$ cat src/rtl/chc_pkg.sv
package chc_pkg;

   // Index of each host line inside the synchronizer vector.
   localparam int L_CLEAR  = 0;
   localparam int L_SEQRST = 1;
   localparam int L_SHIFT  = 2;
   localparam int L_CFG    = 3;
   localparam int L_CTL    = 4;
   localparam int L_REQ    = 5;
   localparam int L_DATA   = 6;
   localparam int N_LINES  = 7;

   // Lines whose rising edge is an event; the rest are passed as levels.
   localparam logic [N_LINES-1:0] LINE_EDGE_MASK = 7'b011_1111;

   function automatic int buf_count(input int count_w, input int byte_w);
      return (count_w + byte_w - 1) / byte_w;
   endfunction

endpackage

$ cat src/rtl/chc_line_sync.sv
module chc_line_sync #(
   parameter int N      = 1,
   parameter int STAGES = 2,
   parameter logic [N-1:0] EDGE_MASK = '1
) (
   input  logic         clk_i,
   input  logic         rst_ni,
   input  logic [N-1:0] raw_i,
   output logic [N-1:0] ev_o
);

   if (STAGES < 2) begin : g_bad_stages
      $error("chc_line_sync: STAGES must be at least 2");
   end

   for (genvar gi = 0; gi < N; gi++) begin : g_line
      logic [STAGES-1:0] sync_q;

      always_ff @(posedge clk_i or negedge rst_ni) begin
         if (!rst_ni) sync_q <= '0;
         else         sync_q <= {sync_q[STAGES-2:0], raw_i[gi]};
      end

      if (EDGE_MASK[gi]) begin : g_edge
         logic prev_q;
         always_ff @(posedge clk_i or negedge rst_ni) begin
            if (!rst_ni) prev_q <= 1'b0;
            else         prev_q <= sync_q[STAGES-1];
         end
         assign ev_o[gi] = sync_q[STAGES-1] & ~prev_q;

         // an edge event never lasts more than one cycle
         a_r2_single_event: assert property (@(posedge clk_i) disable iff (!rst_ni)
            ev_o[gi] |=> !ev_o[gi]);
      end else begin : g_level
         assign ev_o[gi] = sync_q[STAGES-1];
      end
   end

endmodule

$ cat src/rtl/chc_cfg_loader.sv
module chc_cfg_loader #(
   parameter int SEL_W = 3,
   parameter int EXP_W = 4,
   localparam int CFG_W = SEL_W + EXP_W
) (
   input  logic             clk_i,
   input  logic             rst_ni,
   input  logic             shift_i,
   input  logic             bit_i,
   input  logic             load_i,
   output logic [SEL_W-1:0] sel_o,
   output logic [EXP_W-1:0] exp_o
);

   logic [CFG_W-1:0] shreg_q;
   logic [CFG_W-1:0] cfg_q;

   always_ff @(posedge clk_i or negedge rst_ni) begin
      if (!rst_ni)      shreg_q <= '0;
      else if (shift_i) shreg_q <= {shreg_q[CFG_W-2:0], bit_i};
   end

   // A load in the same cycle as a shift takes the pre-shift contents.
   always_ff @(posedge clk_i or negedge rst_ni) begin
      if (!rst_ni)     cfg_q <= '0;
      else if (load_i) cfg_q <= shreg_q;
   end

   assign {sel_o, exp_o} = cfg_q;

   a_r4_shift_in: assert property (@(posedge clk_i) disable iff (!rst_ni)
      shift_i |=> shreg_q[0] == $past(bit_i));

   a_r5_load_copy: assert property (@(posedge clk_i) disable iff (!rst_ni)
      load_i |=> cfg_q == $past(shreg_q));

   a_r5_hold: assert property (@(posedge clk_i) disable iff (!rst_ni)
      !load_i |=> $stable(cfg_q));

endmodule

$ cat src/rtl/chc_readback_seq.sv
module chc_readback_seq #(
   parameter int COUNT_W = 21,
   parameter int BYTE_W  = 8,
   localparam int NBUF   = chc_pkg::buf_count(COUNT_W, BYTE_W),
   localparam int STEP_W = $clog2(NBUF + 1)
) (
   input  logic               clk_i,
   input  logic               rst_ni,
   input  logic               restart_i,
   input  logic               advance_i,
   input  logic [COUNT_W-1:0] count_i,
   output logic [NBUF-1:0]    buf_en_o,
   output logic [BYTE_W-1:0]  data_o
);

   localparam logic [STEP_W-1:0] DONE = STEP_W'(NBUF);

   logic [STEP_W-1:0]      step_q;
   logic [NBUF*BYTE_W-1:0] padded;
   logic [BYTE_W-1:0]      masked [NBUF];

   always_ff @(posedge clk_i or negedge rst_ni) begin
      if (!rst_ni)                           step_q <= DONE;
      else if (restart_i)                    step_q <= '0;
      else if (advance_i && step_q != DONE)  step_q <= step_q + 1'b1;
   end

   assign padded = (NBUF*BYTE_W)'(count_i);

   for (genvar gb = 0; gb < NBUF; gb++) begin : g_buf
      assign buf_en_o[gb] = (step_q == STEP_W'(gb));
      assign masked[gb]   = buf_en_o[gb] ? padded[gb*BYTE_W +: BYTE_W] : '0;
   end

   always_comb begin
      data_o = '0;
      for (int i = 0; i < NBUF; i++) data_o |= masked[i];
   end

   a_r7_restart: assert property (@(posedge clk_i) disable iff (!rst_ni)
      restart_i |=> buf_en_o[0]);

   a_r8_one_step: assert property (@(posedge clk_i) disable iff (!rst_ni)
      (advance_i && !restart_i && step_q != DONE) |=> step_q == STEP_W'($past(step_q) + 1'b1));

   a_r9_onehot: assert property (@(posedge clk_i) disable iff (!rst_ni)
      $onehot0(buf_en_o));

   a_r10_idle_bus: assert property (@(posedge clk_i) disable iff (!rst_ni)
      (buf_en_o == '0) |-> (data_o == '0));

   a_r10_stay_done: assert property (@(posedge clk_i) disable iff (!rst_ni)
      (step_q == DONE && !restart_i) |=> step_q == DONE);

endmodule

$ cat src/rtl/cnt_host_ctrl.sv
module cnt_host_ctrl
   import chc_pkg::*;
#(
   parameter int SEL_W       = 3,
   parameter int EXP_W       = 4,
   parameter int CTL_W       = 8,
   parameter int COUNT_W     = 21,
   parameter int BYTE_W      = 8,
   parameter int SYNC_STAGES = 2,
   localparam int NBUF       = chc_pkg::buf_count(COUNT_W, BYTE_W)
) (
   input  logic               clk_i,
   input  logic               rst_ni,
   input  logic               clear_stb_i,
   input  logic               seq_rst_stb_i,
   input  logic               shift_clk_i,
   input  logic               ser_data_i,
   input  logic               cfg_load_stb_i,
   input  logic               ctl_load_stb_i,
   input  logic [CTL_W-1:0]   ctl_word_i,
   input  logic               next_req_i,
   input  logic [COUNT_W-1:0] count_i,
   output logic               count_clear_o,
   output logic [SEL_W-1:0]   sel_o,
   output logic [EXP_W-1:0]   exp_o,
   output logic [CTL_W-1:0]   ctl_o,
   output logic [NBUF-1:0]    buf_en_o,
   output logic [BYTE_W-1:0]  rd_data_o
);

   if (SEL_W < 1 || EXP_W < 1) begin : g_bad_cfg
      $error("cnt_host_ctrl: SEL_W and EXP_W must be at least 1");
   end
   if (CTL_W < 1 || COUNT_W < 1 || BYTE_W < 1) begin : g_bad_width
      $error("cnt_host_ctrl: widths must be at least 1");
   end
   if (SYNC_STAGES < 2) begin : g_bad_sync
      $error("cnt_host_ctrl: SYNC_STAGES must be at least 2");
   end

   logic [N_LINES-1:0] raw;
   logic [N_LINES-1:0] ev;
   logic               clr_q;
   logic [CTL_W-1:0]   ctl_q;

   assign raw[L_CLEAR]  = clear_stb_i;
   assign raw[L_SEQRST] = seq_rst_stb_i;
   assign raw[L_SHIFT]  = shift_clk_i;
   assign raw[L_CFG]    = cfg_load_stb_i;
   assign raw[L_CTL]    = ctl_load_stb_i;
   assign raw[L_REQ]    = next_req_i;
   assign raw[L_DATA]   = ser_data_i;

   chc_line_sync #(
      .N         (N_LINES),
      .STAGES    (SYNC_STAGES),
      .EDGE_MASK (LINE_EDGE_MASK)
   ) u_sync (
      .clk_i  (clk_i),
      .rst_ni (rst_ni),
      .raw_i  (raw),
      .ev_o   (ev)
   );

   chc_cfg_loader #(
      .SEL_W (SEL_W),
      .EXP_W (EXP_W)
   ) u_cfg (
      .clk_i   (clk_i),
      .rst_ni  (rst_ni),
      .shift_i (ev[L_SHIFT]),
      .bit_i   (ev[L_DATA]),
      .load_i  (ev[L_CFG]),
      .sel_o   (sel_o),
      .exp_o   (exp_o)
   );

   chc_readback_seq #(
      .COUNT_W (COUNT_W),
      .BYTE_W  (BYTE_W)
   ) u_seq (
      .clk_i     (clk_i),
      .rst_ni    (rst_ni),
      .restart_i (ev[L_SEQRST]),
      .advance_i (ev[L_REQ]),
      .count_i   (count_i),
      .buf_en_o  (buf_en_o),
      .data_o    (rd_data_o)
   );

   always_ff @(posedge clk_i or negedge rst_ni) begin
      if (!rst_ni) clr_q <= 1'b0;
      else         clr_q <= ev[L_CLEAR];
   end
   assign count_clear_o = clr_q;

   always_ff @(posedge clk_i or negedge rst_ni) begin
      if (!rst_ni)          ctl_q <= '0;
      else if (ev[L_CTL])   ctl_q <= ctl_word_i;
   end
   assign ctl_o = ctl_q;

   a_r3_clear_pulse: assert property (@(posedge clk_i) disable iff (!rst_ni)
      count_clear_o |=> !count_clear_o);

   a_r6_ctl_hold: assert property (@(posedge clk_i) disable iff (!rst_ni)
      !ev[L_CTL] |=> $stable(ctl_o));

   a_r6_ctl_capture: assert property (@(posedge clk_i) disable iff (!rst_ni)
      ev[L_CTL] |=> ctl_o == $past(ctl_word_i));

endmodule

$ cat config.mk
export PLATFORM = sky130hd
export DESIGN_NAME = cnt_host_ctrl
export DESIGN_NICKNAME = d
export VERILOG_FILES = /design/src/rtl/chc_pkg.sv /design/src/rtl/chc_line_sync.sv /design/src/rtl/chc_cfg_loader.sv /design/src/rtl/chc_readback_seq.sv /design/src/rtl/cnt_host_ctrl.sv
export SDC_FILE = /design/constraint.sdc
export NUM_CORES = 1
export LEC_CHECK = 0
export ABC_CLOCK_PERIOD_IN_PS = 5000
export BUFFER_PORTS_ARGS = -buffer_cell sky130_fd_sc_hd__clkbuf_2
export CAP_MARGIN = 10
export CORE_MARGIN = 1.5
export CORE_UTILIZATION = 30
export CTS_BUF_LIST = sky130_fd_sc_hd__clkbuf_16
export DETAILED_ROUTE_END_ITERATION = 16
export GPL_ROUTABILITY_DRIVEN = 0
export HOLD_SLACK_MARGIN = 0.06
export SYNTH_ARGS = -nofsm -noshare
export SYNTH_HDL_FRONTEND = slang
export SYNTH_SLANG_ARGS = --single-unit
$ cat constraint.sdc
create_clock -name clk_i -period 5 [get_ports clk_i]
set_clock_uncertainty 0.2 [all_clocks]
set_input_delay 0.5 -clock clk_i [delete_from_list [all_inputs] [get_ports clk_i]]
set_output_delay 0.5 -clock clk_i [all_outputs]
set_load 0.05 [all_outputs]
* Word-level counts from Yosys, hierarchy flattened
Cells that the tools add are included.
** Word-level totals
- Bits of input ports :: 38
- Output and inout bits :: 27
- Flip-flop bits (word level) :: 45
** Cells by class
- Equality and inequality tests :: 3
- Muxes and demuxes :: 5
- Reductions and logical operators :: 3
- Bitwise logic cells :: 14
- Add/subtract/negate cells :: 1
** Operators by type and width (number)
- $mux W8 :: 2
- $or A8 B8 Y8 :: 2
- $and A1 B1 Y1 :: 6
- $not A1 Y1 :: 6
- $mux W5 :: 1
- $mux W2 :: 2
- $add A2 B1 Y2 const B :: 1
- $eq A2 B1 Y1 const B :: 1
- $eq A2 B2 Y1 const B :: 1
- $logic_not A2 Y1 :: 1
- $ne A2 B2 Y1 const B :: 1
- $reduce_bool A2 Y1 :: 1
- $logic_and A1 B1 Y1 :: 1

* Depth between registers and ports, before layout
Gate-level depths: netlist of run 1.
- Depth in word-level cells :: 5
- Depth in mapped cells :: 5
- Depth with buffers taken out :: 4

* By module
A second synthesis of run 1 with hierarchy kept.
** Second synthesis, totals
- Cells, all modules :: 106
- Area, all modules :: 1826.8 µm²
** By module, submodules not included
- chc_line_sync :: times used 1, area each 590.6 µm², cells an instance 27, sequential area each 500.5 µm²
- chc_cfg_loader :: times used 1, area each 583.1 µm², cells an instance 30, sequential area each 350.3 µm²
- cnt_host_ctrl :: times used 1, area each 356.6 µm², cells an instance 18, sequential area each 225.2 µm²
- chc_readback_seq :: times used 1, area each 296.5 µm², cells an instance 31, sequential area each 52.6 µm²

* Worst setup path after synthesis of run 1
No wires, ideal clock.
- Kind :: reg2out
- From :: register u_seq.step_q[1]
- To :: output port rd_data_o[3]
- Arrival time :: 1756 ps
- Slack :: 2544 ps
- Stages on the path, launching flop included :: 6
- Buffers on the path :: 1
- Path through :: dfstp_2 -> inv_1 -> ha_1 -> buf_6 -> a222oi_1 -> inv_1
** On the way
- Cells in the longest elaborated chain, start to end :: 4
- Elaborated cells on any way between the ends :: 8
- Those cells by class :: eq/ne: 2; mux: 3; bitwise: 2; reduce/logical: 1
** Ends and longest elaborated chain
- from (decl) :: RTL line chc_readback_seq.sv:18 : logic [STEP_W-1:0] step_q;
- from (signal assigned) :: RTL line chc_readback_seq.sv:25 : else if (advance_i && step_q != DONE) step_q <= step_q + 1'b1;
- $eq A2 B1 Y1 :: RTL line chc_readback_seq.sv:31 : assign buf_en_o[gb] = (step_q == STEP_W'(gb));
- via buf_en_o[1] :: RTL line cnt_host_ctrl.sv:27 : output logic [NBUF-1:0] buf_en_o,
- $mux W8 :: RTL line chc_readback_seq.sv:32 : assign masked[gb] = buf_en_o[gb] ? padded[gb*BYTE_W +: BYTE_W] : '0;
- $or A8 B8 Y8 (2 in series) :: RTL line chc_readback_seq.sv:37 : for (int i = 0; i < NBUF; i++) data_o |= masked[i];
- to (decl) :: RTL line cnt_host_ctrl.sv:28 : output logic [BYTE_W-1:0] rd_data_o
The timed path passes the listed nets, and every way through them passes these cells.

* Worst setup path in the final report of run 1
- From :: register u_seq.step_q[1]
- To :: output port rd_data_o[4]
** On the way
- Cells in the longest elaborated chain, start to end :: 4
- Elaborated cells on any way between the ends :: 8
- Those cells by class :: eq/ne: 2; mux: 3; bitwise: 2; reduce/logical: 1
** Ends and longest elaborated chain (RTL line)
- $eq A2 B1 Y1 or $logic_not A2 Y1 (tied branches) :: chc_readback_seq.sv:31
- $mux W8 :: chc_readback_seq.sv:32
- $or A8 B8 Y8 :: chc_readback_seq.sv:37
- $or A8 B8 Y8 (*) :: chc_readback_seq.sv:37
Every way passes the cells marked *; elsewhere a longest branch is shown, timed or not.

==> results of run 1 <==
==> synthesized netlist by cell type (all sizes together) <==
cell and n:
a222oi 5, mux2i 1, inv 7, nor2 2, buf 4, a22o 3, ha 5, nor2b 5
nor3b 1, xnor2 1, mux2 22, dfrtp 43, dfstp 2, clkbuf 1
==> where the power goes <==
group          switching [mW]  leakage, nW  internal [mW]
sequential             0.0459        0.529          0.438
clock                   0.124       0.0775          0.234
combinational           0.364        0.581          0.171
total                   0.534         1.19          0.842
==> kinds of logic (layout without fill, tap and decap cells) <==
logic type                 after synthesis  in the layout  share of synthesized area, %
AOI/OAI and AO/OA                        8              8                          4.31
muxes                                   23             23                          19.2
adders and majority gates                5              5                          3.53
and+or+nand+nor                          8              8                          4.52
xor gates and xnor gates                 1              1                         0.494
DFF                                     45             45                          63.7
buffers and inverters                   12             80                          4.24
==> registers in the layout, summed over array words and instances, names as in the netlist <==
register	flops
u_sync.g_line.sync_q	14
u_sync.g_line.g_edge.prev_q	6
ctl_o	8
u_cfg.shreg_q	7
count_clear_o	1
u_seq.step_q	2
u_cfg.cfg_q	7
==> metal layers <==
layer | global-route usage, % | part of all wire [%] | vias up
met3 | 2.97 | 8.8 | 4
met2 | 16.4 | 47 | 53
met1 | 12.3 | 43 | 480
li1 | - | - | 484
met5 | 0 | 0 | -
met4 | 4.14 | 1.2 | 0
==> area by class of cell <==
| class | count | area share (%) |
|---|---|---|
| clock buffer | 5 | 5.42 |
| clock inverter | 3 | 1.79 |
| inverter | 7 | 1.14 |
| multi-input combinational | 45 | 24.6 |
| sequential | 45 | 48.9 |
| tap | 72 | 3.90 |
| timing repair buffer | 65 | 14.2 |
==> final timing paths <==
kind / from / endpoint / slack [ns] / cells after the start
hold reg to reg: u_sync.g_line[2].sync_q[0] / u_sync.g_line[2].sync_q[1] / 0.15 / 0
hold / removal: rst_ni / u_sync.g_line[6].sync_q[0] / 0.09 / 2
setup / recovery: u_seq.step_q[1] / rd_data_o[4] / 2.37 / 5
min in group clk_i: cfg_load_stb_i / u_sync.g_line[3].sync_q[0] / 0.12 / 1
setup reg to reg: u_seq.step_q[0] / u_seq.step_q[1] / 3.58 / 4
max in group asynchronous: rst_ni / u_seq.step_q[0] / 4.12 / 2
==> metrics by stage <==
step | power [mW] | std cells | hold slack, ns
CTS | 1.40 | 242 | 0.112
global placement | 1.02 | 234 | 0.133
global route | 1.45 | 242 | 0.112
detailed placement | 1.03 | 234 | 0.135
finish | 1.38 | 242 | 0.0864
floorplan | 0.919 | 102 | 0.00441
==> summary.md, run 1 <==
| Metric | Value |
|---|---|
| Slowest CP cell | dfstp_2 |
| Min-delay worst type | in -> async |
| Crit path DAT | between 1.5 and 2 ns |
| Crit path kind | reg -> out |
| CP Data Required Time | 4.30 ns |
| Tmin final | 2.63 ns |
| Top delay family on crit path | flip-flops |
| Pre-CTS setup slack | 2.65 ns |
| Relative slew slack | a little over three fifths |
| Worst-Margin Slew | 0.550 ns |
| DRT Wirelength | slightly below 3000 um |
| Final Util | 41.1% |
| DRT iter0 DRCs | 29 |
| Setup TNS | 0 ns |
| Vias in the first global route | around 1000 |
| RSZ-0062 raised after global routing | no |
| Commonest non-fill, non-tap cells in the layout | clkbuf_2 (64), dfrtp_1 (43), mux2_4 (22) |
| Clock Path Buffers | 2 |
| Final net count | approximately 210 |
| Leak Pwr | roughly 1.2 nW |
| CP peak stage delay | approximately 0.56 ns |
| Avg Inst Size Synth | ~17 um2 |
| Max VDD drop | about 0.24 mV |
| Crit share post-route | 52.6% |
| Synth warn | 0 |
| Crit path max fanout | 9 |
| Starting Density | between 30% and 40% |
| Total GRT Usage | ~10% |
| Layout area overhead | 30.2% |
| Die footprint | roughly 6400 um2 |
| Antenna viol nets, final | 0 |
| Cell Rows | 27 |
| Cts repair resizes | 0 |
| Fmax | roughly 0.38 GHz |
| Filler cells | ~560 |
| Die Y-Extent | 79.9 um |
| CTS sink cnt | 45 |
| Port buffer count | 64 |
| Via count | approximately 1000 |
| Seq/Total Area, Yosys | 63.7% |
| CTS buffer count | 5 |
| IO Pins | 65 |
| First-pass GRT wire length | roughly 4800 um |
| Pre-antenna DRT Iters | 4 |
| Dpl hpwl | ~2100 um |
| Initial antenna violation count | 0 |
| Pins over their slew limit | 0 |
| Synth Net Count | around 150 |
| CTS tree | done |
| Status | finished clean |
| Final Hold Vio Count | 0 |
| Pin count of the biggest net entering global routing | 46 |
| Hold-fix buffers, CTS | 0 |
| Synthesized area | about 1800 um2 |
| CTS root buf | clkbuf_16 |
| Area of the core | about 5600 um2 |
| Cell variety after synth | 15 |
| Synthesized instance count | 102 |
| Yosys top cell by area | dfrtp_1 |
| Crit path cell chain | inv_1 -> ha_1 -> a222oi_1 -> inv_1 -> clkbuf_2 |
| Multi-input logic area | between 500 and 600 um2 |
| Post CTS Setup Buffer Count | 0 |
| DRC viols | 0 |
| Crit end category | output pin |
| Die span in x | roughly 80 um |
| Register area | between 1000 and 1500 um2 |
| Setup-failing EPs final | 0 |
| Post-route setup slack | ~2.4 ns |
| Cell area after placement | about 2100 um2 |
| MaxCap Viol Count | 0 |
| Crit path top cell by count | inv_1 |
| Commonest non-fill, non-tap cell in the layout | clkbuf_2 |
| Synth area leaders | dfrtp_1 (61%), mux2_4 (19%), ha_1 (3.5%) |
| Seq cells post-synth | 45 |
| Type of origin of the critical path | flip-flop |
| Clk Latency, worst-skew pair | 0.28 ns |
| Vias per Instance | between 4 and 5 |
| Power Dens Cells | about 600 nW/um2 |
| Clk slew on worst S/H paths | 0.06 ns |
| CTS H-tree lvls | 2 |
| Diodes inserted | 0 |
| Buf+Inv Stages, Crit Path | 3 |
| Drt wl/cell | between 10 and 15 um |
| GRT Residual Overflow | 0 |
| Fraction of layout cells with a size suffix above 1 | 58.8% |
| Synth top area share | between 60% and 70% |
| Design area | 2310 um2 |
Note: power is estimated with default switching activity, not from simulation.
==> run 2, diff against run 1 <==
--- a/config.mk
+++ b/config.mk
@@ -5,7 +5,7 @@
 export SDC_FILE = /design/constraint.sdc
 export NUM_CORES = 1
 export LEC_CHECK = 0
-export ABC_CLOCK_PERIOD_IN_PS = 5000
+export ABC_CLOCK_PERIOD_IN_PS = 2330
 export BUFFER_PORTS_ARGS = -buffer_cell sky130_fd_sc_hd__clkbuf_2
 export CAP_MARGIN = 10
 export CORE_MARGIN = 1.5
==> constraint.sdc (replaced) <==
create_clock -name clk_i -period 2.33 [get_ports clk_i]
set_clock_uncertainty 0.2 [all_clocks]
set_input_delay 0.233 -clock clk_i [delete_from_list [all_inputs] [get_ports clk_i]]
set_output_delay 0.233 -clock clk_i [all_outputs]
set_load 0.05 [all_outputs]
==> run 2 against run 1 <==
  * Critical path depth stayed put
  * Core utilization up 2.7 points
  * Critical endpoint is now rd_data_o[1]
  * Critical path type unchanged
  * Power is 110% higher
==> summary.md, run 2 (synthesized netlist as in run 1, its figures left out) <==
| Metric | Value |
|---|---|
| Status | finished clean |
| Crit path cell chain | inv_1 -> ha_1 -> a222oi_1 -> inv_1 -> clkbuf_4 |
| Share of total power in the clock network | 23.3% (-2.7 points) |
| Worst-Margin Slew | 0.401 ns (-0.149 ns) |
| Biggest register | u_sync.g_line.sync_q |
| DRC viols | 0 (unchanged) |
| Worst R2R Start | u_seq.step_q[0] |
| CTS tree | done |
| Min-Delay Endpoint | u_sync.g_line[5].sync_q[1] |
| Sw frac | 40.3% (+1.5 points) |
| Commonest non-fill, non-tap cell in the layout | clkbuf_2 |
| Vias per Instance | 4.28 (+1.4%) |
| Setup TNS | 0 ns (unchanged) |
| Type of origin of the critical path | flip-flop |
| Drt wl/cell | 12.8 um (+5.6%) |
| Pre-antenna DRT Iters | 4 (unchanged) |
| Die span in x | 79.9 um (unchanged) |
| IO Pins | 65 (unchanged) |
| Design area | 2460 um2 (+6.7%) |
| Fraction of layout cells with a size suffix above 1 | 55.1% (-3.7 points) |
| Relative slew slack | 73.3% (+9.9 points) |
| Cell Rows | 27 (unchanged) |
| Die Y-Extent | 79.9 um (unchanged) |
| MaxCap Viol Count | 0 (unchanged) |
| Area of the core | 5610 um2 (unchanged) |
| Commonest non-fill, non-tap cells in the layout | clkbuf_2 (59), dfrtp_1 (43), mux2_4 (22) |
| Placed cell count | 235 (+0.43%) |
| Cell area after placement | 2150 um2 (+0.35%) |
| Max FFs per register | 14 (unchanged) |
| Power Dens Cells | 1180 nW/um2 (+98%) |
| Fmax | 0.444 GHz |
| Tmin final | 2.25 ns |
| Diodes inserted | 0 (unchanged) |
| Internal power | 1.73 mW (+110%) |
| Setup-failing EPs final | 0 (unchanged) |
| Power share of the combinational group | 40.8% (+2.0 points) |
| First-pass GRT wire length | 5330 um (+11%) |
| CTS sink cnt | 45 (unchanged) |
| CP Data Required Time | 1.90 ns (-2.40 ns) |
| Final Util | 43.9% (+2.7 points) |
| Die footprint | 6380 um2 (unchanged) |
| Post CTS Setup Buffer Count | 0 (unchanged) |
| GRT Residual Overflow | 0 (unchanged) |
| Final Hold Vio Count | 0 (unchanged) |
| Vias in the first global route | 1155 (+13%) |
| Pins over their slew limit | 0 (unchanged) |
| Clk slew on worst S/H paths | 0.06 ns (about the same) |
| Max VDD drop | 0.518 mV (+120%) |
| Starting Density | 31.6% (unchanged) |
| Slowest CP cell | dfstp_2 |
| CTS buffer count | 5 (unchanged) |
| Non-Filler Instances | 259 (+7.0%) |
| Hold path start | u_sync.g_line[5].sync_q[0] |
| DRT iter0 DRCs | 37 (+28%) |
| CP peak stage delay | 0.57 ns (about the same) |
| Crit path max fanout | 5 (-4) |
| Leak Pwr | 1.25 nW (+5.4%) |
| Port buffer count | 64 (unchanged) |
| Min-delay worst type | reg -> reg |
| Hold slack | 0.148 ns (+0.0613 ns) |
| Total GRT Usage | 11.4% (+1.4 points) |
| Layout area overhead | 38.9% |
| Crit path kind | reg -> out |
| Antenna viol nets, final | 0 (unchanged) |
| Crit end category | output pin |
| Clk Latency, worst-skew pair | 0.29 ns (about the same) |
| Pin count of the biggest net entering global routing | 18 (-61%) |
| Flop pwr share | 35.9% (+0.7 points) |
| Dpl hpwl | 2250 um (+7.6%) |
| Worst Hold Depth | 0 |
| DRT Wirelength | 3320 um (+13%) |
| Clock Path Buffers | 2 (unchanged) |
| Final net count | 229 (+8.0%) |
| FF-to-FF End | u_seq.step_q[1] |
| RSZ-0062 raised after global routing | yes |
| R2r setup slk | 0.94 ns (-2.64 ns) |
| R2R cell count | 4 (unchanged) |
| Via count | 1108 (+8.5%) |
| Crit share post-route | between 90% and 100% |
| Initial antenna violation count | 0 (unchanged) |
| CTS root buf | clkbuf_16 |
| Switching Power | 1.17 mW (+120%) |
| CTS H-tree lvls | 2 (unchanged) |
| Crit path top cell by count | inv_1 |
| Crit path DAT | 1.82 ns (-0.11 ns) |
[run 2: stage by stage]
stage | setup WS [ns] | power (mW)
global route | -0.00849 | 3.05
detailed placement | 0.293 | 2.21
finish | 0.0770 | 2.90
global placement | 0.358 | 2.19
floorplan | 0.141 | 1.97
CTS | 0.00324 | 2.93
[run 2: worst max path at each step]
stage | end | from | depth (start not counted) | slack [ns]
6_report | rd_data_o[1] | u_seq.step_q[0] | 5 | 0.08
5_1_grt | rd_data_o[3] | u_seq.step_q[0] | 5 | -0.008
4_1_cts | rd_data_o[3] | u_seq.step_q[1] | 5 | 0.003
3_5_place_dp | rd_data_o[4] | u_seq.step_q[1] | 5 | 0.29
3_3_place_gp | rd_data_o[3] | u_seq.step_q[1] | 5 | 0.36
2_1_floorplan | rd_data_o[3] | u_seq.step_q[1] | 5 | 0.14
[run 2: final cells by class]
| cell class | count | area [um2] |
|---|---|---|
| Fill cell | 526 | 3150 |
| Sequential cell | 45 | 1130 |
| Multi-Input combinational cell | 45 | 571 |
| Timing Repair Buffer | 82 | 503 |
| Clock buffer | 5 | 125 |
| Tap cell | 72 | 90.1 |
| Inverter | 7 | 26.3 |
| Clock inverter | 3 | 17.5 |
[run 2: what timing repair did]
action                                  CTS  global route
cloned                                    0             0
resized for setup                         2             6
pin swaps                                 0             2
endpoints found under the hold margin    29             0
hold buffers                             16             0
endpoints found under the setup margin    2             5
[run 2: per-layer routing]
metal	track usage (%)	share of wire [%]	up-vias
met2	18.6	47	61
met3	4.57	9.0	11
met1	12.7	41	520
met5	0	0	-
met4	6.21	2.9	0
li1	-	-	516
[run 2: power by group through the flow]
| stage | combinational (mW) | clock [mW] | sequential [mW] |
|---|---|---|---|
| 5_1_grt | 1.25 | 0.735 | 1.07 |
| 6_report | 1.18 | 0.677 | 1.04 |
| 3_5_place_dp | 1.15 | 0 | 1.06 |
| 4_1_cts | 1.18 | 0.702 | 1.05 |
| 3_3_place_gp | 1.14 | 0 | 1.05 |
| 2_1_floorplan | 0.679 | 0 | 1.29 |
[run 2: critical path: cells and delay by family (launching register included)]
kind	cells	cell delay [ns]
flip-flops	1	0.57
buffers and inverters	3	0.38
adder cells (fa/ha/maj)	1	0.27
AO/OA/AOI/OAI	1	0.33
